## config.mk

```make
export PLATFORM = sky130hd
export DESIGN_NAME = irq_route_engine
export DESIGN_NICKNAME = d
export VERILOG_FILES = /design/src/rtl/irqe_pkg.sv /design/src/rtl/irqe_pick.sv /design/src/rtl/irqe_defer.sv /design/src/rtl/irqe_pin.sv /design/src/rtl/irq_route_engine.sv
export SDC_FILE = /design/constraint.sdc
export NUM_CORES = 1
export LEC_CHECK = 0
export BUFFER_PORTS_ARGS = -buffer_cell sky130_fd_sc_hd__buf_4
export CAP_MARGIN = 25
export CORE_ASPECT_RATIO = 1.1
export CORE_UTILIZATION = 50
export CTS_BUF_LIST = sky130_fd_sc_hd__clkbuf_4 sky130_fd_sc_hd__clkbuf_8
export DETAILED_ROUTE_END_ITERATION = 8
export PLACE_DENSITY_LB_ADDON = 0.05
export SYNTH_ARGS = -nofsm -noshare
export SYNTH_HDL_FRONTEND = slang
export SYNTH_SLANG_ARGS = --single-unit
export TNS_END_PERCENT = 20
```

## constraint.sdc

```tcl
create_clock -name clk -period 3.1 [get_ports clk]
set_input_delay 0.62 -clock clk [delete_from_list [all_inputs] [get_ports clk]]
set_output_delay 0.62 -clock clk [all_outputs]
set_load 0.01 [all_outputs]
```

## src/rtl/irqe_pkg.sv

```systemverilog
package irqe_pkg;
  localparam int DMODE_W = 3;
  typedef enum logic {TRIG_EDGE = 1'b0, TRIG_LEVEL = 1'b1} trig_e;
endpackage

```

## src/rtl/irqe_pick.sv

```systemverilog
module irqe_pick #(
  parameter int N = 8,
  localparam int IDX_W = (N > 1) ? $clog2(N) : 1
) (
  input  logic [N-1:0]     want_i,
  output logic             any_o,
  output logic [IDX_W-1:0] idx_o
);
  // lowest index wins
  always_comb begin
    idx_o = '0;
    for (int i = N - 1; i >= 0; i--) begin
      if (want_i[i]) idx_o = IDX_W'(i);
    end
  end
  assign any_o = |want_i;
endmodule

```

## src/rtl/irqe_defer.sv

```systemverilog
module irqe_defer #(
  parameter int DEFER_CYCLES = 1000000,
  localparam int CW = $clog2(DEFER_CYCLES + 1)
) (
  input  logic clk,
  input  logic rst,
  input  logic start_i,
  output logic expire_o
);
  logic          running_q;
  logic [CW-1:0] cnt_q;

  assign expire_o = running_q && (cnt_q == CW'(1));

  always_ff @(posedge clk) begin
    if (rst) begin
      running_q <= 1'b0;
      cnt_q     <= '0;
    end else if (running_q) begin
      if (cnt_q == CW'(1)) begin
        // a storm on the expiry cycle re-arms so its hold is not stranded
        running_q <= start_i;
        cnt_q     <= CW'(DEFER_CYCLES);
      end else begin
        cnt_q <= cnt_q - CW'(1);
      end
    end else if (start_i) begin
      running_q <= 1'b1;
      cnt_q     <= CW'(DEFER_CYCLES);
    end
  end

  p_start_runs_r8: assert property (@(posedge clk) disable iff (rst)
    start_i |=> running_q);
  p_expire_idle_r9: assert property (@(posedge clk) disable iff (rst)
    (expire_o && !start_i) |=> !running_q);
endmodule

```

## src/rtl/irqe_pin.sv

```systemverilog
module irqe_pin #(
  parameter int VEC_W = 8,
  parameter int STORM_LIMIT = 10000,
  localparam int CNT_W = $clog2(STORM_LIMIT + 1)
) (
  input  logic             clk,
  input  logic             rst,
  input  logic             line_i,
  input  logic             level_mode_i,
  input  logic             mask_i,
  input  logic [VEC_W-1:0] vec_i,
  input  logic             eoi_valid_i,
  input  logic [VEC_W-1:0] eoi_vec_i,
  input  logic             directed_i,
  input  logic             accept_i,
  input  logic             expire_i,
  output logic             want_o,
  output logic             req_o,
  output logic             rirr_o,
  output logic             deliv_o,
  output logic             storm_o
);
  logic             req_q, edge_pend_q, deliv_q, rirr_q, hold_q;
  logic [CNT_W-1:0] cnt_q;
  logic             rise, eoi_hit, redeliver;

  assign rise      = line_i & ~req_q;
  assign eoi_hit   = eoi_valid_i & ~directed_i & level_mode_i & (eoi_vec_i == vec_i);
  assign redeliver = eoi_hit & ~mask_i & req_q;
  assign storm_o   = redeliver & (cnt_q == CNT_W'(STORM_LIMIT - 1));

  always_ff @(posedge clk) begin
    if (rst) begin
      req_q       <= 1'b0;
      edge_pend_q <= 1'b0;
      deliv_q     <= 1'b0;
      rirr_q      <= 1'b0;
      hold_q      <= 1'b0;
      cnt_q       <= '0;
    end else begin
      req_q <= line_i;
      // edge request: queued on a rise while unmasked
      if (!level_mode_i && rise && !mask_i) edge_pend_q <= 1'b1;
      else if (accept_i || mask_i || level_mode_i) edge_pend_q <= 1'b0;
      // delivered edge flag
      if (rise) deliv_q <= 1'b0;
      else if (accept_i && !level_mode_i) deliv_q <= 1'b1;
      // remote-IRR
      if (accept_i && level_mode_i) rirr_q <= 1'b1;
      else if (eoi_hit) rirr_q <= 1'b0;
      // storm counter
      if (eoi_hit) cnt_q <= (redeliver && !storm_o) ? cnt_q + CNT_W'(1) : '0;
      if (storm_o) hold_q <= 1'b1;
      else if (expire_i) hold_q <= 1'b0;
    end
  end

  assign want_o  = (edge_pend_q & ~mask_i & ~level_mode_i)
                 | (level_mode_i & req_q & ~rirr_q & ~mask_i & ~hold_q);
  assign req_o   = req_q;
  assign rirr_o  = rirr_q;
  assign deliv_o = deliv_q;

  p_accept_sets_rirr_r4: assert property (@(posedge clk) disable iff (rst)
    (accept_i && level_mode_i) |=> rirr_o);
  p_eoi_clears_rirr_r6: assert property (@(posedge clk) disable iff (rst)
    (eoi_hit && !accept_i) |=> !rirr_o);
  p_directed_keeps_r7: assert property (@(posedge clk) disable iff (rst)
    (eoi_valid_i && directed_i && !accept_i) |=> $stable(rirr_o));
  p_storm_holds_r8: assert property (@(posedge clk) disable iff (rst)
    storm_o |=> (hold_q && cnt_q == '0));
endmodule

```

## src/rtl/irq_route_engine.sv

```systemverilog
module irq_route_engine
  import irqe_pkg::*;
#(
  parameter int NPINS = 8,
  parameter int VEC_W = 8,
  parameter int DEST_W = 8,
  parameter int STORM_LIMIT = 10000,
  parameter int DEFER_CYCLES = 1000000
) (
  input  logic                    clk,
  input  logic                    rst,
  input  logic [NPINS-1:0]        pin_line,
  input  logic [NPINS*VEC_W-1:0]  ent_vector,
  input  logic [NPINS*DEST_W-1:0] ent_dest,
  input  logic [NPINS-1:0]        ent_dest_mode,
  input  logic [NPINS*3-1:0]      ent_deliv_mode,
  input  logic [NPINS-1:0]        ent_level,
  input  logic [NPINS-1:0]        ent_mask,
  input  logic                    eoi_valid,
  input  logic [VEC_W-1:0]        eoi_vector,
  input  logic                    directed_eoi,
  output logic                    msg_valid,
  input  logic                    msg_ready,
  output logic [VEC_W-1:0]        msg_vector,
  output logic [DEST_W-1:0]       msg_dest,
  output logic                    msg_dest_mode,
  output logic [2:0]              msg_deliv_mode,
  output logic                    msg_level,
  output logic [NPINS-1:0]        remote_irr,
  output logic [NPINS-1:0]        req_status
);
  localparam int IDX_W = (NPINS > 1) ? $clog2(NPINS) : 1;

  logic [NPINS-1:0] want, req, rirr, deliv, storm, accept_vec;
  logic             pick_any, expire;
  logic [IDX_W-1:0] pick_idx, sel_q;

  logic                 msg_valid_q, msg_dest_mode_q;
  logic [VEC_W-1:0]     msg_vector_q;
  logic [DEST_W-1:0]    msg_dest_q;
  logic [DMODE_W-1:0]   msg_deliv_mode_q;
  trig_e                msg_trig_q;

  for (genvar i = 0; i < NPINS; i++) begin : g_pin
    assign accept_vec[i] = msg_valid_q & msg_ready & (sel_q == IDX_W'(i));
    irqe_pin #(.VEC_W(VEC_W), .STORM_LIMIT(STORM_LIMIT)) u_pin (
      .clk          (clk),
      .rst          (rst),
      .line_i       (pin_line[i]),
      .level_mode_i (ent_level[i]),
      .mask_i       (ent_mask[i]),
      .vec_i        (ent_vector[i*VEC_W +: VEC_W]),
      .eoi_valid_i  (eoi_valid),
      .eoi_vec_i    (eoi_vector),
      .directed_i   (directed_eoi),
      .accept_i     (accept_vec[i]),
      .expire_i     (expire),
      .want_o       (want[i]),
      .req_o        (req[i]),
      .rirr_o       (rirr[i]),
      .deliv_o      (deliv[i]),
      .storm_o      (storm[i])
    );
  end

  irqe_pick #(.N(NPINS)) u_pick (
    .want_i (want),
    .any_o  (pick_any),
    .idx_o  (pick_idx)
  );

  irqe_defer #(.DEFER_CYCLES(DEFER_CYCLES)) u_defer (
    .clk      (clk),
    .rst      (rst),
    .start_i  (|storm),
    .expire_o (expire)
  );

  // single outstanding message register
  always_ff @(posedge clk) begin
    if (rst) begin
      msg_valid_q      <= 1'b0;
      sel_q            <= '0;
      msg_vector_q     <= '0;
      msg_dest_q       <= '0;
      msg_dest_mode_q  <= 1'b0;
      msg_deliv_mode_q <= '0;
      msg_trig_q       <= TRIG_EDGE;
    end else if (msg_valid_q) begin
      if (msg_ready) msg_valid_q <= 1'b0;
    end else if (pick_any) begin
      msg_valid_q      <= 1'b1;
      sel_q            <= pick_idx;
      msg_vector_q     <= ent_vector[pick_idx*VEC_W +: VEC_W];
      msg_dest_q       <= ent_dest[pick_idx*DEST_W +: DEST_W];
      msg_dest_mode_q  <= ent_dest_mode[pick_idx];
      msg_deliv_mode_q <= ent_deliv_mode[pick_idx*DMODE_W +: DMODE_W];
      msg_trig_q       <= trig_e'(ent_level[pick_idx]);
    end
  end

  assign msg_valid      = msg_valid_q;
  assign msg_vector     = msg_vector_q;
  assign msg_dest       = msg_dest_q;
  assign msg_dest_mode  = msg_dest_mode_q;
  assign msg_deliv_mode = msg_deliv_mode_q;
  assign msg_level      = (msg_trig_q == TRIG_LEVEL);
  assign remote_irr     = rirr;
  assign req_status     = req & ~deliv;

  p_msg_hold_r1: assert property (@(posedge clk) disable iff (rst)
    (msg_valid && !msg_ready) |=> (msg_valid && $stable(msg_vector)
      && $stable(msg_dest) && $stable(msg_deliv_mode) && $stable(msg_level)));
  p_one_accept_r1: assert property (@(posedge clk) disable iff (rst)
    $onehot0(accept_vec));
endmodule

```

==> flow_metrics.tcl <==
set metrics [dict create \
    netlist_area_sq_um 10910 \
    grt_pass1_vias 10260 \
    cts_hold_buf 0 \
    timing.final.crit_share_pct 86.19 \
    fin_util_pct 63.07 \
    hold_viol 0 \
    fin_crit_ns 2.672 \
    place.gp.congestion 0.9832 \
    instances_no_fill 1814 \
    finalWirelength_um 34740 \
    numClockSinks 198 \
    r2r-start "g_pin[1].u_pin.cnt_q[0]" \
    hp-class "input pin to flip-flop" \
    hpwl_um 27170 \
    topRoutingLayerUsed "met4" \
    slew_headroom_pct 41.48 \
    finalSetupViolCount 0 \
    num_antenna_cells 0 \
    ys_warn_count 0 \
    synth_edf_count 0 \
    required_ns 3.49 \
    synth_mux_area_share_pct 3.691 \
    row_count 56 \
    syn_inst 1281 \
    crit_fanout 12 \
    met3_length_um 2277 \
    wl_met2_um 16870 \
    end_kind "flip-flop" \
    synth_compound_area_share_pct 16.05 \
    ant_nets 0 \
    cts_max_level 4 \
    yosys.area_share.simple_pct 26.64 \
    whs_path_depth 2 \
    crit_type "flip-flop to flip-flop" \
    drc 0 \
    fp.dieH_um 157.0 \
    fp.dieArea_sq_um 22420 \
    total_leakage_power_uw 0.004952 \
    via_count 10550 \
    tns_ns 0 \
    grt-ovfl-total 0 \
    start_util_pct 51.07 \
    synthFlopType "dfxtp_1" \
    port_buffers 234 \
    synth_top_family_by_area "simple AND/OR/NAND/NOR gates" \
    root_buffer "clkbuf_8" \
    ios 235 \
    worst_hold_path.endpoint "g_pin[0].u_pin.edge_pend_q" \
    place_area_sq_um 13080 \
    wl_met1_um 13910 \
    core_area_sq_um 21370 \
    vias_per_cell 5.815 \
    cts_max_path_buffers 2 \
    fin_nets 1718 \
    finClkSkew_ns 0.02157 \
    rrSetupSlack_ns 0.43 \
    synthArstFlopShare_pct 0 \
    hp-start "ent_mask[0]" \
    track_usage_pct 31.47 \
    finalMaxSlewViolations 0 \
    cts_tree "yes" \
    drt-pass1-iter-count 8 \
    dp.cells 1782 \
    grt_max_degree 58 \
    drive_gt1_share_pct 23.23 \
    ir_worst_vdd_mv 0.2338 \
    cts_resized 0 \
    ys_ff_latch 198 \
    worstMarginPinSlew_ns 0.8745 \
    drtIter0Drc 683 \
    synthXorXnorAreaFrac_pct 12.28 \
    seq_area_frac_synth_pct 36.32 \
    die_w_um 142.9 \
    syn_avg_cell_area_sq_um 8.520 \
    clkTransAtPathRegs_ns 0.12 \
    finalInstanceArea_sq_um 13480 \
    cap_violations 0 \
    yosysUniqueCellTypes 73 \
    rsz0062_at_grt "no" \
    clkLatencyLatePin_ns 0.48 \
    start_kind "flip-flop" \
    synthAdderAreaFrac_pct 1.146 \
    cts_buffers 17 \
    powerDensity_nw_per_um2 389.9 \
    synth_nets 1488 \
    timing.fmax_mhz 374.3 \
    r2r_cells 9 \
    wire_per_inst_um 19.15 \
    status "completed" \
    arrival_ns 3.07 \
    syn_to_final_growth_pct 23.50 \
    grt_pass1_wl_um 53590 \
    antenna_found_initial 0 \
    cts_setup_buffers 0 \
    r2r-end "u_defer.cnt_q[17]" \
]
## where the power goes
group	internal, uW	switching [uW]	total [uW]
logic	456	484	940
registers	2600	63.2	2670
clock network	604	1050	1650
total	3660	1590	5260
## layout by cell type, fill, tap and decap left out, types with 13 or more instances in the layout
master and n:
buf_4 268, dfxtp_1 198, nor2_1 156, xnor2_1 94, nand2_1 80, xor2_1 59
nand3_1 54, a21oi_1 49, nor3_1 43, nor2b_1 39, o21ai_0 37, nand4_1 36
nor4_1 33, inv_1 32, or3_1 24, o21a_1 24, o221ai_1 22, o211ai_1 22
mux2i_1 20, mux2_2 18, a222oi_1 17, clkbuf_8 17, or4_1 13
## layer usage
metal  vias up  track usage, %
li1       5100               -
met1      4963           36.53
met2       404           54.20
met3        81           6.358
met4         0           17.26
met5         -               0
## cell usage after synthesis, types with 4 or more instances
master    instances  area (sq um)
a311oi_1          5         43.79
nand4_1          36         225.2
o21a_1           24         180.2
nor2_1          157         589.3
or3_1            24         150.1
a32oi_1           7         61.31
and3b_1           6         52.55
nor3_1           43         215.2
or4_1            13         97.59
o21ai_0          37         185.2
xnor2_1          94         823.3
nor3b_1           6         45.04
clkbuf_1         31         116.4
o21ba_2           4         40.04
nand2_1          80         300.3
a21o_1            6         45.04
a31oi_1           7         43.79
o221ai_1         22         192.7
buf_2            14         70.07
nand2b_1          7         43.79
nand3_1          54         270.3
o211ai_1         22         165.2
a222oi_1         17         170.2
o41ai_1           4         35.03
mux2_2           18         202.7
o21bai_1          4         30.03
ha_1             10         125.1
or4bb_1           7         78.83
nor4_1           33         206.5
dfxtp_1         198          3964
a22oi_1          11         82.58
inv_1            32         120.1
and3_1           10         62.56
a21oi_1          49         245.2
a211oi_1          5         37.54
mux2i_1          20         200.2
xor2_1           59         516.8
buf_4            11         82.58
nor2b_1          39         244.0
## through the flow
stage | total power (uW) | hold WS (ns) | setup WS [ns]
5_1_grt | 5456 | 0.3142 | 0.2315
3_5_place_dp | 3651 | 0.4455 | 0.1007
3_3_place_gp | 3648 | 0.4392 | 0.08778
6_report | 5255 | 0.3285 | 0.4281
2_1_floorplan | 3140 | 0.4273 | 0.4949
4_1_cts | 5285 | 0.3109 | 0.4567
## sequential cells by signal, summed over array words and instances, names as in the netlist
name	cells
g_pin.u_pin.hold_q	8
u_defer.running_q	1
msg_deliv_mode	3
g_pin.u_pin.deliv_o	8
g_pin.u_pin.edge_pend_q	8
sel_q	3
msg_vector	8
msg_level	1
msg_valid	1
g_pin.u_pin.cnt_q	112
g_pin.u_pin.req_o	8
g_pin.u_pin.rirr_o	8
msg_dest_mode	1
msg_dest	8
u_defer.cnt_q	20
## kinds of logic after synthesis
| family | Yosys count |
|---|---|
| muxes | 38 |
| and+or+nand+nor | 546 |
| adders and majority gates | 10 |
| xor gates and xnor gates | 153 |
| DFF | 198 |
| AOI/OAI and AO/OA | 243 |
| buffers and inverters | 93 |
## cell type report
cell class / instances / area [sq um]
timing repair buffer: 272 / 2092
multi-input combinational: 990 / 6544
fill: 1960 / 7891
inverter: 32 / 120.1
clock inverter: 15 / 162.7
sequential: 198 / 3964
tap: 290 / 362.8
clock buffer: 17 / 234.0
## worst max path at each step
stage / endpoint / cells after the start / start
after floorplan: g_pin[4].u_pin.cnt_q[13] / 8 / eoi_vector[1]
after global routing: u_defer.cnt_q[17] / 9 / g_pin[4].u_pin.cnt_q[0]
final: u_defer.cnt_q[17] / 9 / g_pin[1].u_pin.cnt_q[0]
after detailed placement: g_pin[6].u_pin.cnt_q[13] / 8 / eoi_vector[7]
after global placement: g_pin[6].u_pin.cnt_q[13] / 8 / eoi_vector[7]
after CTS: u_defer.cnt_q[17] / 9 / g_pin[1].u_pin.cnt_q[0]
## critical path, cell delays in order (launching register included)
cell      delay, ns
dfxtp_1        0.41
ha_1           0.21
or4bb_1        0.39
nor4_1         0.36
and3b_1        0.28
a22oi_1        0.15
nand4_1        0.21
buf_4          0.22
o21ai_0        0.09
a221oi_1       0.27
Power figures use the tool's default switching activity.
